[src/rtl/adc_scan_pkg.sv]
package adc_scan_pkg;
   typedef enum logic [1:0] {
      ST_IDLE   = 2'd0,
      ST_SAMPLE = 2'd1,
      ST_CONV   = 2'd2
   } scan_state_t;
endpackage

[src/rtl/adc_scan_pick.sv]
// Lowest set mask bit above (or, with incl, at) a starting index.
module adc_scan_pick #(
   parameter int NCH   = 8,
   parameter int IDX_W = 3
) (
   input  logic [NCH-1:0]   mask,
   input  logic [IDX_W-1:0] from,
   input  logic             incl,
   output logic [IDX_W-1:0] nxt,
   output logic             found
);
   always_comb begin
      found = 1'b0;
      nxt   = '0;
      for (int i = NCH - 1; i >= 0; i--) begin
         if (mask[i] && ((i > int'(from)) || (incl && (i == int'(from))))) begin
            found = 1'b1;
            nxt   = IDX_W'(i);
         end
      end
   end
endmodule

[src/rtl/adc_scan_ctrl.sv]
// Scan state machine: channel stepping, sample timer, search step count.
module adc_scan_ctrl
   import adc_scan_pkg::*;
#(
   parameter int NCH     = 8,
   parameter int RES_MAX = 12,
   parameter int EXT_W   = 4,
   parameter int IDX_W   = 3,
   parameter int STEP_W  = 4
) (
   input  logic               clk,
   input  logic               rst_n,
   input  logic               start_req,
   input  logic               ovr_clr,
   input  logic [NCH-1:0]     live_mask,
   input  logic [1:0]         res_in,
   input  logic [EXT_W-1:0]   ext_in,
   output logic               cap,
   output logic [IDX_W-1:0]   idx,
   output logic               sampling,
   output logic               converting,
   output logic [RES_MAX-1:0] bit_oh,
   output logic               last,
   output logic               busy,
   output logic               irq,
   output logic               overrun
);
   scan_state_t        state;
   logic [NCH-1:0]     union_q;
   logic [EXT_W-1:0]   ext_q;
   logic [EXT_W-1:0]   cnt;
   logic [STEP_W-1:0]  nbits_q;
   logic [STEP_W-1:0]  step;
   logic [IDX_W-1:0]   nxt;
   logic               found;
   logic               idle;

   assign idle       = (state == ST_IDLE);
   assign sampling   = (state == ST_SAMPLE);
   assign converting = (state == ST_CONV);
   assign busy       = !idle;
   assign cap        = idle && start_req;
   assign bit_oh     = {1'b1, {(RES_MAX-1){1'b0}}} >> step;
   assign last       = converting && ((step + STEP_W'(1)) == nbits_q);

   adc_scan_pick #(.NCH(NCH), .IDX_W(IDX_W)) i_pick (
      .mask  (idle ? live_mask : union_q),
      .from  (idle ? '0 : idx),
      .incl  (idle),
      .nxt   (nxt),
      .found (found)
   );

   always_ff @(posedge clk or negedge rst_n) begin
      if (!rst_n) begin
         state   <= ST_IDLE;
         union_q <= '0;
         ext_q   <= '0;
         cnt     <= '0;
         nbits_q <= '0;
         step    <= '0;
         idx     <= '0;
         irq     <= 1'b0;
         overrun <= 1'b0;
      end else begin
         irq <= 1'b0;
         if (start_req && !idle)
            overrun <= 1'b1;
         else if (ovr_clr)
            overrun <= 1'b0;
         unique case (state)
            ST_IDLE: if (start_req) begin
               union_q <= live_mask;
               ext_q   <= ext_in;
               nbits_q <= STEP_W'(RES_MAX - 6) + STEP_W'({res_in, 1'b0});
               if (found) begin
                  state <= ST_SAMPLE;
                  idx   <= nxt;
                  cnt   <= ext_in;
               end else begin
                  irq <= 1'b1;
               end
            end
            ST_SAMPLE: begin
               if (cnt == '0) begin
                  state <= ST_CONV;
                  step  <= '0;
               end else begin
                  cnt <= cnt - EXT_W'(1);
               end
            end
            ST_CONV: begin
               if (last) begin
                  if (found) begin
                     state <= ST_SAMPLE;
                     idx   <= nxt;
                     cnt   <= ext_q;
                  end else begin
                     state <= ST_IDLE;
                     irq   <= 1'b1;
                  end
               end else begin
                  step <= step + STEP_W'(1);
               end
            end
            default: state <= ST_IDLE;
         endcase
      end
   end
endmodule

[src/rtl/adc_sar_lane.sv]
// One converter: captured mask and differential bits, search register, result bank.
module adc_sar_lane #(
   parameter int NCH     = 8,
   parameter int RES_MAX = 12,
   parameter int IDX_W   = 3
) (
   input  logic                   clk,
   input  logic                   rst_n,
   input  logic                   cap,
   input  logic [NCH-1:0]         mask_in,
   input  logic [NCH-1:0]         diff_in,
   input  logic [IDX_W-1:0]       idx,
   input  logic                   sampling,
   input  logic                   converting,
   input  logic [RES_MAX-1:0]     bit_oh,
   input  logic                   last,
   input  logic                   cmp,
   output logic [RES_MAX-1:0]     dac_code,
   output logic                   diff,
   output logic [NCH*RES_MAX-1:0] res_flat
);
   logic [NCH-1:0]     mask_q;
   logic [NCH-1:0]     diff_q;
   logic [RES_MAX-1:0] acc;
   logic [RES_MAX-1:0] trial;
   logic [RES_MAX-1:0] kept;
   logic [RES_MAX-1:0] res_q [NCH];

   assign trial    = acc | bit_oh;
   assign kept     = cmp ? trial : acc;
   assign dac_code = converting ? trial : '0;
   assign diff     = diff_q[idx];

   always_ff @(posedge clk or negedge rst_n) begin
      if (!rst_n) begin
         mask_q <= '0;
         diff_q <= '0;
         acc    <= '0;
         for (int i = 0; i < NCH; i++) res_q[i] <= '0;
      end else begin
         if (cap) begin
            mask_q <= mask_in;
            diff_q <= diff_in;
         end
         if (sampling)
            acc <= '0;
         else if (converting)
            acc <= kept;
         if (last && mask_q[idx])
            res_q[idx] <= kept;
      end
   end

   for (genvar i = 0; i < NCH; i++) begin : g_res
      assign res_flat[i*RES_MAX +: RES_MAX] = res_q[i];
   end
endmodule

[src/rtl/adc_scan_seq.sv]
module adc_scan_seq #(
   parameter int NCONV   = 2,
   parameter int NCH     = 8,
   parameter int RES_MAX = 12,
   parameter int EXT_W   = 4
) (
   input  logic                         clk,
   input  logic                         rst_n,
   input  logic                         sw_start,
   input  logic                         hw_trig,
   input  logic                         ovr_clr,
   input  logic [NCONV*NCH-1:0]         cfg_mask,
   input  logic [NCONV*NCH-1:0]         cfg_diff,
   input  logic [1:0]                   cfg_res,
   input  logic [EXT_W-1:0]             cfg_ext,
   input  logic [NCONV-1:0]             cmp_in,
   output logic [$clog2(NCH)-1:0]       mux_sel,
   output logic [NCONV-1:0]             mux_diff,
   output logic                         sample_hold,
   output logic [NCONV*RES_MAX-1:0]     dac_code,
   output logic [NCONV*NCH*RES_MAX-1:0] results,
   output logic                         busy,
   output logic                         irq,
   output logic                         overrun
);
   localparam int IDX_W  = $clog2(NCH);
   localparam int STEP_W = $clog2(RES_MAX + 1);

   if (NCONV < 1) begin : g_bad_nconv
      $error("NCONV must be at least 1");
   end
   if (NCH < 2) begin : g_bad_nch
      $error("NCH must be at least 2");
   end
   if (RES_MAX < 8) begin : g_bad_res
      $error("RES_MAX must be at least 8");
   end
   if (EXT_W < 1) begin : g_bad_ext
      $error("EXT_W must be at least 1");
   end

   logic [NCH-1:0]     union_mask;
   logic               cap;
   logic               converting;
   logic               last;
   logic [RES_MAX-1:0] bit_oh;

   always_comb begin
      union_mask = '0;
      for (int c = 0; c < NCONV; c++)
         union_mask = union_mask | cfg_mask[c*NCH +: NCH];
   end

   adc_scan_ctrl #(
      .NCH(NCH), .RES_MAX(RES_MAX), .EXT_W(EXT_W), .IDX_W(IDX_W), .STEP_W(STEP_W)
   ) i_ctrl (
      .clk        (clk),
      .rst_n      (rst_n),
      .start_req  (sw_start | hw_trig),
      .ovr_clr    (ovr_clr),
      .live_mask  (union_mask),
      .res_in     (cfg_res),
      .ext_in     (cfg_ext),
      .cap        (cap),
      .idx        (mux_sel),
      .sampling   (sample_hold),
      .converting (converting),
      .bit_oh     (bit_oh),
      .last       (last),
      .busy       (busy),
      .irq        (irq),
      .overrun    (overrun)
   );

   for (genvar c = 0; c < NCONV; c++) begin : g_lane
      adc_sar_lane #(.NCH(NCH), .RES_MAX(RES_MAX), .IDX_W(IDX_W)) i_lane (
         .clk        (clk),
         .rst_n      (rst_n),
         .cap        (cap),
         .mask_in    (cfg_mask[c*NCH +: NCH]),
         .diff_in    (cfg_diff[c*NCH +: NCH]),
         .idx        (mux_sel),
         .sampling   (sample_hold),
         .converting (converting),
         .bit_oh     (bit_oh),
         .last       (last),
         .cmp        (cmp_in[c]),
         .dac_code   (dac_code[c*RES_MAX +: RES_MAX]),
         .diff       (mux_diff[c]),
         .res_flat   (results[c*NCH*RES_MAX +: NCH*RES_MAX])
      );
   end
endmodule

[config.mk]
export PLATFORM = sky130hd
export DESIGN_NAME = adc_scan_seq
export DESIGN_NICKNAME = d
export VERILOG_FILES = /design/src/rtl/adc_scan_pkg.sv /design/src/rtl/adc_scan_pick.sv /design/src/rtl/adc_scan_ctrl.sv /design/src/rtl/adc_sar_lane.sv /design/src/rtl/adc_scan_seq.sv
export SDC_FILE = /design/constraint.sdc
export NUM_CORES = 1
export LEC_CHECK = 0
export ABC_CLOCK_PERIOD_IN_PS = 2800
export BUFFER_PORTS_ARGS = -buffer_cell sky130_fd_sc_hd__buf_2
export CAP_MARGIN = 5
export CORE_MARGIN = 2
export CORE_UTILIZATION = 50
export DETAILED_ROUTE_END_ITERATION = 12
export GPL_TIMING_DRIVEN = 0
export PLACE_DENSITY = 0.71
export RECOVER_POWER = 50
export SYNTH_ARGS = -nofsm -noshare
export SYNTH_HDL_FRONTEND = slang
export SYNTH_SLANG_ARGS = --single-unit
[constraint.sdc]
create_clock -name clk -period 2.8 [get_ports clk]
set_clock_uncertainty 0.05 [all_clocks]
set_input_delay 0.14 -clock clk [delete_from_list [all_inputs] [get_ports clk]]
set_output_delay 0.14 -clock clk [all_outputs]
set_load 0.01 [all_outputs]
==> flow_summary.toml, run 1 <==
[timing]
fin_crit_ps = 2710
drv_slew = 63
worst_pin_slew_ps = 1740
finalSetupTns_ps = 0
hold_viol = 0
slew_headroom_pct = -15.8
max_freq_ghz = 0.369
finalSetupViolations = 0
grt_setup_unrepaired = "no"
fin_crit_sh_pct = 96.7

[synth]
synth_edf_count = 0
synth_xor_area_share_pct = 0.459
yosysSeqAreaShare_pct = 60.5
synth_compound_area_share_pct = 12.3
synth_top_family_by_area = "simple AND/OR/NAND/NOR gates"
ys_types = 52
yosysWarnings = 0
synth_top_cell_area_share_pct = 60.5
yosysTopAreaCell = "dfrtp_1"
synth_seq_cells = 277
synth_area_sq_um = 11500
ys_async_sr_fraction_pct = 100
postSynthAreaPerCell_sq_um = 10.9
synth_simple_gate_area_share_pct = 13.0
yosys_most_used_dff = "dfrtp_1"
syn_inst = 1055
syn_nets = 1114
synth_mux_area_share_pct = 9.37
synth.area.top_cells = "dfrtp_1, mux2_2, o21ai_0, nand2_1, nor2_1"
synth_fa_ha_area_share_pct = 1.53

[routing]
wl_per_cell_um = 19.8
ant_nets = 0
drtIter0Drc = 801
firstDrtPassIters = 5
wirelength_mm = 34.0
routed_via_density = 5.45
via_count = 9377
route.detailed.drc = 0

[layout]
syn_to_final_growth_pct = 28.2
final_util_pct = 65.1
design_area_sq_um = 14700
fin_nets = 1472
drive_gt1_share_pct = 22.2

[outcome]
status = "complete, but fails checks"
violations = "capacitance limit, slew limit"

[power]
leakage_nw = 6.85
clockPowerShare_pct = 31.6
p_sw_mw = 3.92
vdd_drop_max_mv = 0.750
switching_share_pct = 32.4
sequentialPowerShare_pct = 40.0
powerDensity_nw_per_um2 = 824
combPwrFrac_pct = 28.4
total_power_mw = 12.1
internal_power_mw = 8.17

[die]
die_h_um = 155
die_w_um = 155
start_util_pct = 50.8
dieArea_sq_um = 24100
num_rows = 55
coreArea_sq_um = 22600
ios = 270

[global_route]
antenna_found_initial = 1
grt_overflow = 0
track_usage_pct = 27.4
grt_max_degree = 113
grt_pass1_wl_mm = 51.6
grt_pass1_vias = 9158

[run]
cap_viol_max_count = 1

[clocking]
cts_inserted_buffers = 28
tritoncts = "yes"
clk_latency_ps = 530
htree_levels = 1
clk_pin_slew_worst_paths_ps = 60
cts_max_path_buffers = 3
cts_num_sinks = 277
root_buffer = "clkbuf_16"

[worst_setup_path]
worstPathArrival_ps = 2520
cp-end-kind = "output port"
worstPathMaxFanout = 10
worst_setup_path_start_kind = "register"
path_class = "register to output port"
crit_required_ps = 2610

[placed_design]
dp_hpwl_mm = 23.0
place_area_sq_um = 13200
place.gp.congestion = 0.903
io_buffers = 269

[min_path]
min-delay-path-class = "primary input to register"
cell usage after synthesis (7+ instances only):
library cell,instances
a21o_1,7
a21oi_1,36
a31oi_1,14
and2_1,11
buf_2,7
clkbuf_1,47
dfrtp_1,277
ha_1,14
inv_1,15
mux2_2,90
nand2_1,151
nand2b_1,8
nand3_1,11
nand4_1,7
nor2_1,87
nor2b_1,12
nor3_1,21
o21a_1,10
o21ai_0,155
routing by layer:
layer,GRT usage (%),routed length [um],vias up
li1,-,-,4341
met1,38.0,14500,4598
met2,45.1,16400,368
met3,3.93,2170,70
met4,9.13,984,0
met5,0,0,-
cells in the final DEF, fill, tap and decap left out, types with 3 or more instances in the layout:
master	netlist	layout
a21o_1	7	7
a21oi_1	36	36
a22o_1	3	3
a22oi_1	4	4
a31o_2	6	6
a31oi_1	14	14
and2_1	11	11
and3_1	6	6
buf_2	7	103
buf_4	6	24
buf_6	0	7
clkbuf_1	47	210
clkbuf_16	0	29
clkbuf_2	0	7
clkbuf_8	0	11
clkinv_2	0	4
dfrtp_1	277	273
dfrtp_2	0	4
dlygate4sd3_1	0	41
ha_1	14	11
inv_1	15	14
mux2_2	90	90
mux2i_1	6	6
nand2_1	151	151
nand2b_1	8	8
nand3_1	11	5
nand3_2	0	6
nand4_1	7	7
nor2_1	87	85
nor2b_1	12	12
nor3_1	21	21
nor3_4	0	3
nor3b_1	3	3
o21a_1	10	10
o21ai_0	155	153
o21ai_1	2	4
o22ai_1	5	5
xor2_1	4	3
metrics by stage:
stage	instances	setup WS [ps]	hold slack, ps
after detailed placement	1611	-375	66.7
after global placement	1609	-3530	285
after floorplan	1055	258	-206
after global routing	1721	3.62	92.6
after CTS	1711	-69.5	69.7
final	1721	93.3	76.9
worst max-delay path, stage by stage, from the launching register on:
cell and delay (ps):
dfrtp_1 480, buf_2 290, clkbuf_4 280, mux2_2 350
a22oi_1 170, o221ai_1 130, buf_4 150, buf_2 130
flip-flops by register name, summed over array words and instances (netlist names):
name and flops:
g_lane.i_lane.diff_q 16, i_ctrl.union_q 7, g_lane.i_lane.res_flat 192, i_ctrl.cnt 4, g_lane.i_lane.acc 24, g_lane.i_lane.mask_q 16, i_ctrl.idx 3, i_ctrl.state 2
i_ctrl.nbits_q 3, i_ctrl.step 4, i_ctrl.overrun 1, i_ctrl.irq 1, i_ctrl.ext_q 4
cells by family (layout without fill, tap and decap cells):
family / count (synthesis) / after routing
AND/OR/NAND/NOR: 332 / 332
flip-flops: 277 / 277
AO/OA/AOI/OAI: 252 / 252
multiplexers: 96 / 96
buffers and inverters: 78 / 458
adder cells (fa/ha/maj): 14 / 14
XOR/XNOR: 6 / 6
other: 0 / 1
power by group through the flow:
stage	logic [mW]	clock network [mW]	registers, mW
6_report	3.43	3.82	4.84
5_1_grt	3.76	4.04	4.89
4_1_cts	3.34	3.86	4.80
3_5_place_dp	3.22	0	4.87
3_3_place_gp	3.16	0	4.85
2_1_floorplan	2.28	0	4.81
cell type report:
type	count	area (sq um)
sequential	277	6940
antenna	1	2.50
tap	285	357
clock buffer	47	903
inverter	16	65.1
multi-input combinational	700	4320
buffer	61	323
fill	1899	7890
timing repair buffer	329	1730
clock inverter	5	53.8
worst paths after layout:
kind,cells after the start,start,slack [ps],end
min in group asynchronous,2,rst_n,540,g_lane[0].i_lane.res_flat[64]
hold / removal,5,sw_start,80,i_ctrl.state[1]
max in group asynchronous,3,rst_n,490,g_lane[1].i_lane.res_flat[64]
hold reg to reg,2,g_lane[1].i_lane.res_flat[28],430,g_lane[1].i_lane.res_flat[28]
setup reg to reg,9,i_ctrl.state[0],140,i_ctrl.cnt[3]
setup / recovery,7,i_ctrl.idx[2],90,mux_diff[0]
timing repair:
action	CTS	global route
buffers inserted	7	8
endpoints found under the setup margin	181	185
endpoints found under the hold margin	112	0
cloned	1	1
hold buffers	41	0
resized for setup	19	79
pin swaps	6	9
(Power assumes the default switching activity.)
==> run 2, diff against run 1 <==
--- a/config.mk
+++ b/config.mk
@@ -9,10 +9,10 @@
 export BUFFER_PORTS_ARGS = -buffer_cell sky130_fd_sc_hd__buf_2
 export CAP_MARGIN = 5
 export CORE_MARGIN = 2
-export CORE_UTILIZATION = 50
+export CORE_UTILIZATION = 30
 export DETAILED_ROUTE_END_ITERATION = 12
 export GPL_TIMING_DRIVEN = 0
-export PLACE_DENSITY = 0.71
+export PLACE_DENSITY = 0.46
 export RECOVER_POWER = 50
 export SYNTH_ARGS = -nofsm -noshare
 export SYNTH_HDL_FRONTEND = slang
==> run 2 against run 1 <==
Net effect:
- die area up 65%
- largest cell class unchanged
- hold slack better by 4.4 ps
- the run now ends clean
- flip-flop and latch count is the same
- first-iteration DRC count down 43%
- clock power grew 21%
- maximum frequency is 0.97% higher
- worst setup slack better by 26 ps
- non-clock buffer count unchanged
- wire length increased by 14%
- power up 7.0%
==> flow_summary.toml, run 2 (synthesis results as in run 1) <==
[timing]
fin_crit_ps = 2680
max_freq_ghz = 0.373
slew_headroom_pct = 4.97
drv_slew = 0
hold_ws_ps = 81.3
setup_ws_ps = 119
grt_setup_unrepaired = "yes"
fin_crit_sh_pct = 95.7
finalSetupTns_ps = 0
worst_pin_slew_ps = 1430
hold_viol = 0
finalSetupViolations = 0

[worst_setup_path]
worstPathArrival_ps = 3030
crit_required_ps = 3150
worst_setup_path_start_kind = "register"
reg2reg_from = "i_ctrl.step[0]"
critical_path.top_delay_family = "simple AND/OR/NAND/NOR gates"
cp-end-kind = "register"
crit_chain = "ha_2 > ha_4 > xor2_1 > nand4_1 > nor2_4 > nand3b_4 > nor3_4 > buf_6 > buf_6 > mux2_2"
max_stage_delay_ps = 440
cp_common_cell = "buf_6"
worstPathBufferInverterCount = 2
path_class = "register to register"
r2r-end = "g_lane[0].i_lane.res_flat[31]"
worstPathMaxFanout = 6
reg2reg_depth = 10
crit_slowest_cell = "dfrtp_2"
regToRegSetupSlack_ps = 120

[clocking]
root_buffer = "clkbuf_16"
cts_num_sinks = 277
cts_inserted_buffers = 35
clk_latency_ps = 540
htree_levels = 2
cts_max_path_buffers = 3
clk_pin_slew_worst_paths_ps = 60
tritoncts = "yes"

[global_route]
track_usage_pct = 19.4
antenna_found_initial = 0
grt_max_degree = 103
grt_overflow = 0
grt_pass1_wl_mm = 57.1
grt_pass1_vias = 9149

[power]
powerDensity_nw_per_um2 = 851
total_power_mw = 12.9
leakage_nw = 6.95
clockPowerShare_pct = 35.8
combPwrFrac_pct = 26.9
p_sw_mw = 4.17
switching_share_pct = 32.2
sequentialPowerShare_pct = 37.3
internal_power_mw = 8.77
vdd_drop_max_mv = 0.358

[layout]
multi_input_area_sq_um = 4340
fillers = 3930
final_cell_mix = "dfrtp_1, clkbuf_1, o21ai_0"
final_common_cell = "dfrtp_1"
syn_to_final_growth_pct = 32.8
largest_reg_flops = 192
regArea_sq_um = 6940
n_antenna_cell = 0
fin_nets = 1479
drive_gt1_share_pct = 21.9

[outcome]
status = "finished, final reports clean"

[die]
die_h_um = 199
start_util_pct = 30.4
num_rows = 71
dieArea_sq_um = 39800
coreArea_sq_um = 37700
die_w_um = 199
ios = 270

[routing]
wirelength_mm = 38.8
routed_via_density = 4.73
wl_per_cell_um = 19.8
ant_nets = 0
drtIter0Drc = 455
route.detailed.drc = 0
via_count = 9251
firstDrtPassIters = 6

[min_path]
min_to = "i_ctrl.state[1]"
hold_path_depth = 5
min-delay-path-class = "primary input to register"
hold_path.startpoint = "sw_start"

[run]
cap_viol_max_count = 0

[placed_design]
io_buffers = 269
pre_cts_ws_ps = -584
place.gp.congestion = 0.835
dp_hpwl_mm = 27.1
-- run 2: cell types whose count changed in the layout (fill, tap and decap cells not counted), sizes merged --
cell      previous run  this run
diode                1         0
bufinv               1         3
clkinv               5        10
buf                137       118
clkbuf             259       280
clkinvlp             1         0
inv                 14        16
-- run 2: worst max-delay path by stage --
stage / startpoint / end / slack, ps / cells after the start
after floorplan: i_ctrl.step[0] / g_lane[0].i_lane.res_flat[50] / 260 / 9
after global placement: rst_n / g_lane[1].i_lane.diff_q[1] / -4000 / 1
after detailed placement: i_ctrl.step[2] / g_lane[0].i_lane.res_flat[55] / -580 / 9
after CTS: i_ctrl.step[0] / g_lane[0].i_lane.res_flat[6] / 30 / 10
after global routing: i_ctrl.step[0] / g_lane[0].i_lane.res_flat[13] / -2 / 11
final: i_ctrl.step[0] / g_lane[0].i_lane.res_flat[31] / 120 / 10
-- run 2: what timing repair did --
item	CTS	global route
cloned	2	0
gates resized for setup	41	68
pin swaps	8	4
hold buffers	41	0
setup buffers	11	3
hold endpoints to repair	140	0
endpoints found under the setup margin	202	204
-- run 2: layout make-up --
type / instances / share of cell area [%]
Buffer: 61 / 2.31
Multi-Input combinational cell: 700 / 28.5
Clock buffer: 49 / 6.84
Tap cell: 511 / 4.20
Sequential cell: 277 / 45.6
Timing Repair Buffer: 329 / 11.1
Clock inverter: 13 / 0.971
Inverter: 16 / 0.403
-- run 2: power by group through the flow --
stage	sequential [mW]	combinational [mW]	clock [mW]
2_1_floorplan	4.81	2.28	0
3_3_place_gp	4.87	3.32	0
3_5_place_dp	4.88	3.34	0
4_1_cts	4.82	3.48	4.78
5_1_grt	4.89	3.85	4.94
6_report	4.82	3.48	4.64
-- run 2: per-stage QoR --
step	utilization [%]	instance area (sq um)	std cells
after floorplan	-	11500	1055
after global placement	35.7	13400	1835
after detailed placement	36.0	13500	1838
after CTS	40.9	15400	1953
after global routing	40.4	15200	1956
final	40.4	15200	1956
-- run 2: worst register-to-register path, delay by kind of cell (launching register included) --
kind | cells | cell delay, ps
buffers and inverters | 2 | 280
AND/OR/NAND/NOR | 4 | 760
flip-flops | 1 | 440
adder cells (fa/ha/maj) | 2 | 500
multiplexers | 1 | 340
XOR/XNOR | 1 | 180
-- run 2: layer usage --
metal / wire, um / vias up / GRT usage [%]
met2: 18200 / 246 / 31.0
met1: 17600 / 4587 / 26.2
met5: 0 / - / 0
li1: - / 4360 / -
met3: 2010 / 58 / 4.30
met4: 1010 / 0 / 5.93
==> run 3, diff against run 2 <==
--- a/config.mk
+++ b/config.mk
@@ -9,10 +9,10 @@
 export BUFFER_PORTS_ARGS = -buffer_cell sky130_fd_sc_hd__buf_2
 export CAP_MARGIN = 5
 export CORE_MARGIN = 2
-export CORE_UTILIZATION = 30
+export CORE_UTILIZATION = 54
 export DETAILED_ROUTE_END_ITERATION = 12
 export GPL_TIMING_DRIVEN = 0
-export PLACE_DENSITY = 0.46
+export PLACE_DENSITY = 0.76
 export RECOVER_POWER = 50
 export SYNTH_ARGS = -nofsm -noshare
 export SYNTH_HDL_FRONTEND = slang
==> run 3 against run 2 <==
Net effect:
- cell count fell by 13%
- worst setup slack got worse by 41 ps
- critical path type unchanged
- combinational power barely moved
- critical endpoint is now g_lane[0].i_lane.res_flat[52]
- power fell by 7.4%
- the run now ends with capacitance limit, slew limit left
- die area fell by 44%
==> flow_summary.toml, run 3 (synthesis results as in run 1) <==
[power]
combPwrFrac_pct = 29.3
sequentialPowerShare_pct = 40.5
p_sw_mw = 3.95
internal_power_mw = 8.04
leakage_nw = 6.84
powerDensity_nw_per_um2 = 815
vdd_drop_max_mv = 0.593
clockPowerShare_pct = 30.2
switching_share_pct = 32.9

[layout]
final_common_cell = "dfrtp_1"
final_util_pct = 70.2
drive_gt1_share_pct = 20.9
design_area_sq_um = 14700
largest_reg_flops = 192
syn_to_final_growth_pct = 28.3
fin_nets = 1476
final_cell_mix = "dfrtp_1, clkbuf_1, o21ai_0"

[timing]
hold_viol = 0
worst_pin_slew_ps = 2210
drv_slew = 87
fin_crit_ps = 2720
fin_crit_sh_pct = 97.2
max_freq_ghz = 0.367
finalSetupViolations = 0
slew_headroom_pct = -47.6
setup_ws_ps = 77.7

[worst_setup_path]
worstPathMaxFanout = 5
path_class = "register to register"
cp-end-kind = "register"
crit_required_ps = 3170
worstPathArrival_ps = 3100
worst_setup_path_start_kind = "register"

[global_route]
grt_pass1_wl_mm = 51.8
grt_max_degree = 112
track_usage_pct = 29.8
grt_pass1_vias = 9413
grt_overflow = 0
antenna_found_initial = 1

[clocking]
tritoncts = "yes"
cts_inserted_buffers = 27
cts_max_path_buffers = 3
root_buffer = "clkbuf_16"
clk_latency_ps = 540
cts_num_sinks = 277
htree_levels = 1
clk_pin_slew_worst_paths_ps = 60

[placed_design]
place.gp.congestion = 0.870
dp_hpwl_mm = 22.5
pre_cts_ws_ps = -373
place_area_sq_um = 13200
io_buffers = 269

[routing]
via_count = 9692
wirelength_mm = 34.2
ant_nets = 0
route.detailed.drc = 0
routed_via_density = 5.67
drtIter0Drc = 769
firstDrtPassIters = 5
wl_per_cell_um = 20.0

[outcome]
status = "complete, but fails checks"
violations = "capacitance limit, slew limit"

[die]
ios = 270
num_rows = 53
start_util_pct = 54.7
die_h_um = 150
dieArea_sq_um = 22400
die_w_um = 150
coreArea_sq_um = 21000

[run]
cap_viol_max_count = 1

[min_path]
min-delay-path-class = "primary input to register"
==> run 3: layout make-up <==
cell class	count	area (sq um)
antenna	1	2.50
buffer	61	368
clock buffer	37	773
clock inverter	9	104
fill	1672	6250
inverter	16	61.3
multi-input combinational	700	4360
sequential	277	6930
tap	275	344
timing repair buffer	334	1760
==> run 3: final timing paths <==
path,startpoint,depth (start not counted),end,slack (ps)
worst max-delay path,i_ctrl.step[0],10,g_lane[0].i_lane.res_flat[52],80
worst min register to register,g_lane[1].i_lane.res_flat[27],2,g_lane[1].i_lane.res_flat[27],430
max in group asynchronous,rst_n,3,i_ctrl.step[2],530
worst max register to register,i_ctrl.step[0],10,g_lane[0].i_lane.res_flat[52],80
worst min-delay path,sw_start,5,i_ctrl.state[1],60
min in group asynchronous,rst_n,2,g_lane[0].i_lane.res_flat[47],710
==> run 3: per-stage QoR <==
stage	power, mW	std cells	hold slack, ps	TNS [ps]
after CTS	11.8	1696	38.2	0
final	12.0	1710	63.8	0
after global routing	12.6	1710	58.3	-308
after detailed placement	8.09	1601	133	-22200
after global placement	7.98	1599	284	-967950
after floorplan	7.09	1055	-206	0
==> run 3: critical path, stage by stage, from the launching register on <==
cell and delay, ps:
dfrtp_1 410, inv_1 120, ha_1 360, xnor2_2 190, nand4_1 200, nor2_4 220, nand3b_4 140, buf_4 180
nor2_4 220, clkbuf_16 200, mux2_2 320
==> run 3: what timing repair did <==
action	4_1_cts	5_1_grt
gates resized for setup	30	85
pin swaps	6	8
setup endpoints to repair	175	174
cloned	1	1
buffers inserted	8	12
hold buffers	41	0
endpoints found under the hold margin	137	0
==> run 3: power groups by stage <==
stage | sequential, mW | combinational, mW | clock (mW)
after detailed placement | 4.86 | 3.23 | 0
after CTS | 4.79 | 3.39 | 3.66
final | 4.85 | 3.51 | 3.62
after global routing | 4.90 | 3.83 | 3.82
after floorplan | 4.81 | 2.28 | 0
after global placement | 4.84 | 3.14 | 0
==> run 3: per-layer routing <==
| layer | wire, um | GRT usage (%) | up-vias | share of wire (%) |
|---|---|---|---|---|
| li1 | - | - | 4369 | - |
| met1 | 13900 | 40.9 | 4850 | 41 |
| met2 | 16800 | 48.9 | 398 | 49 |
| met3 | 2450 | 4.27 | 75 | 7.2 |
| met4 | 1050 | 10.4 | 0 | 3.1 |
| met5 | 0 | 0 | - | 0 |
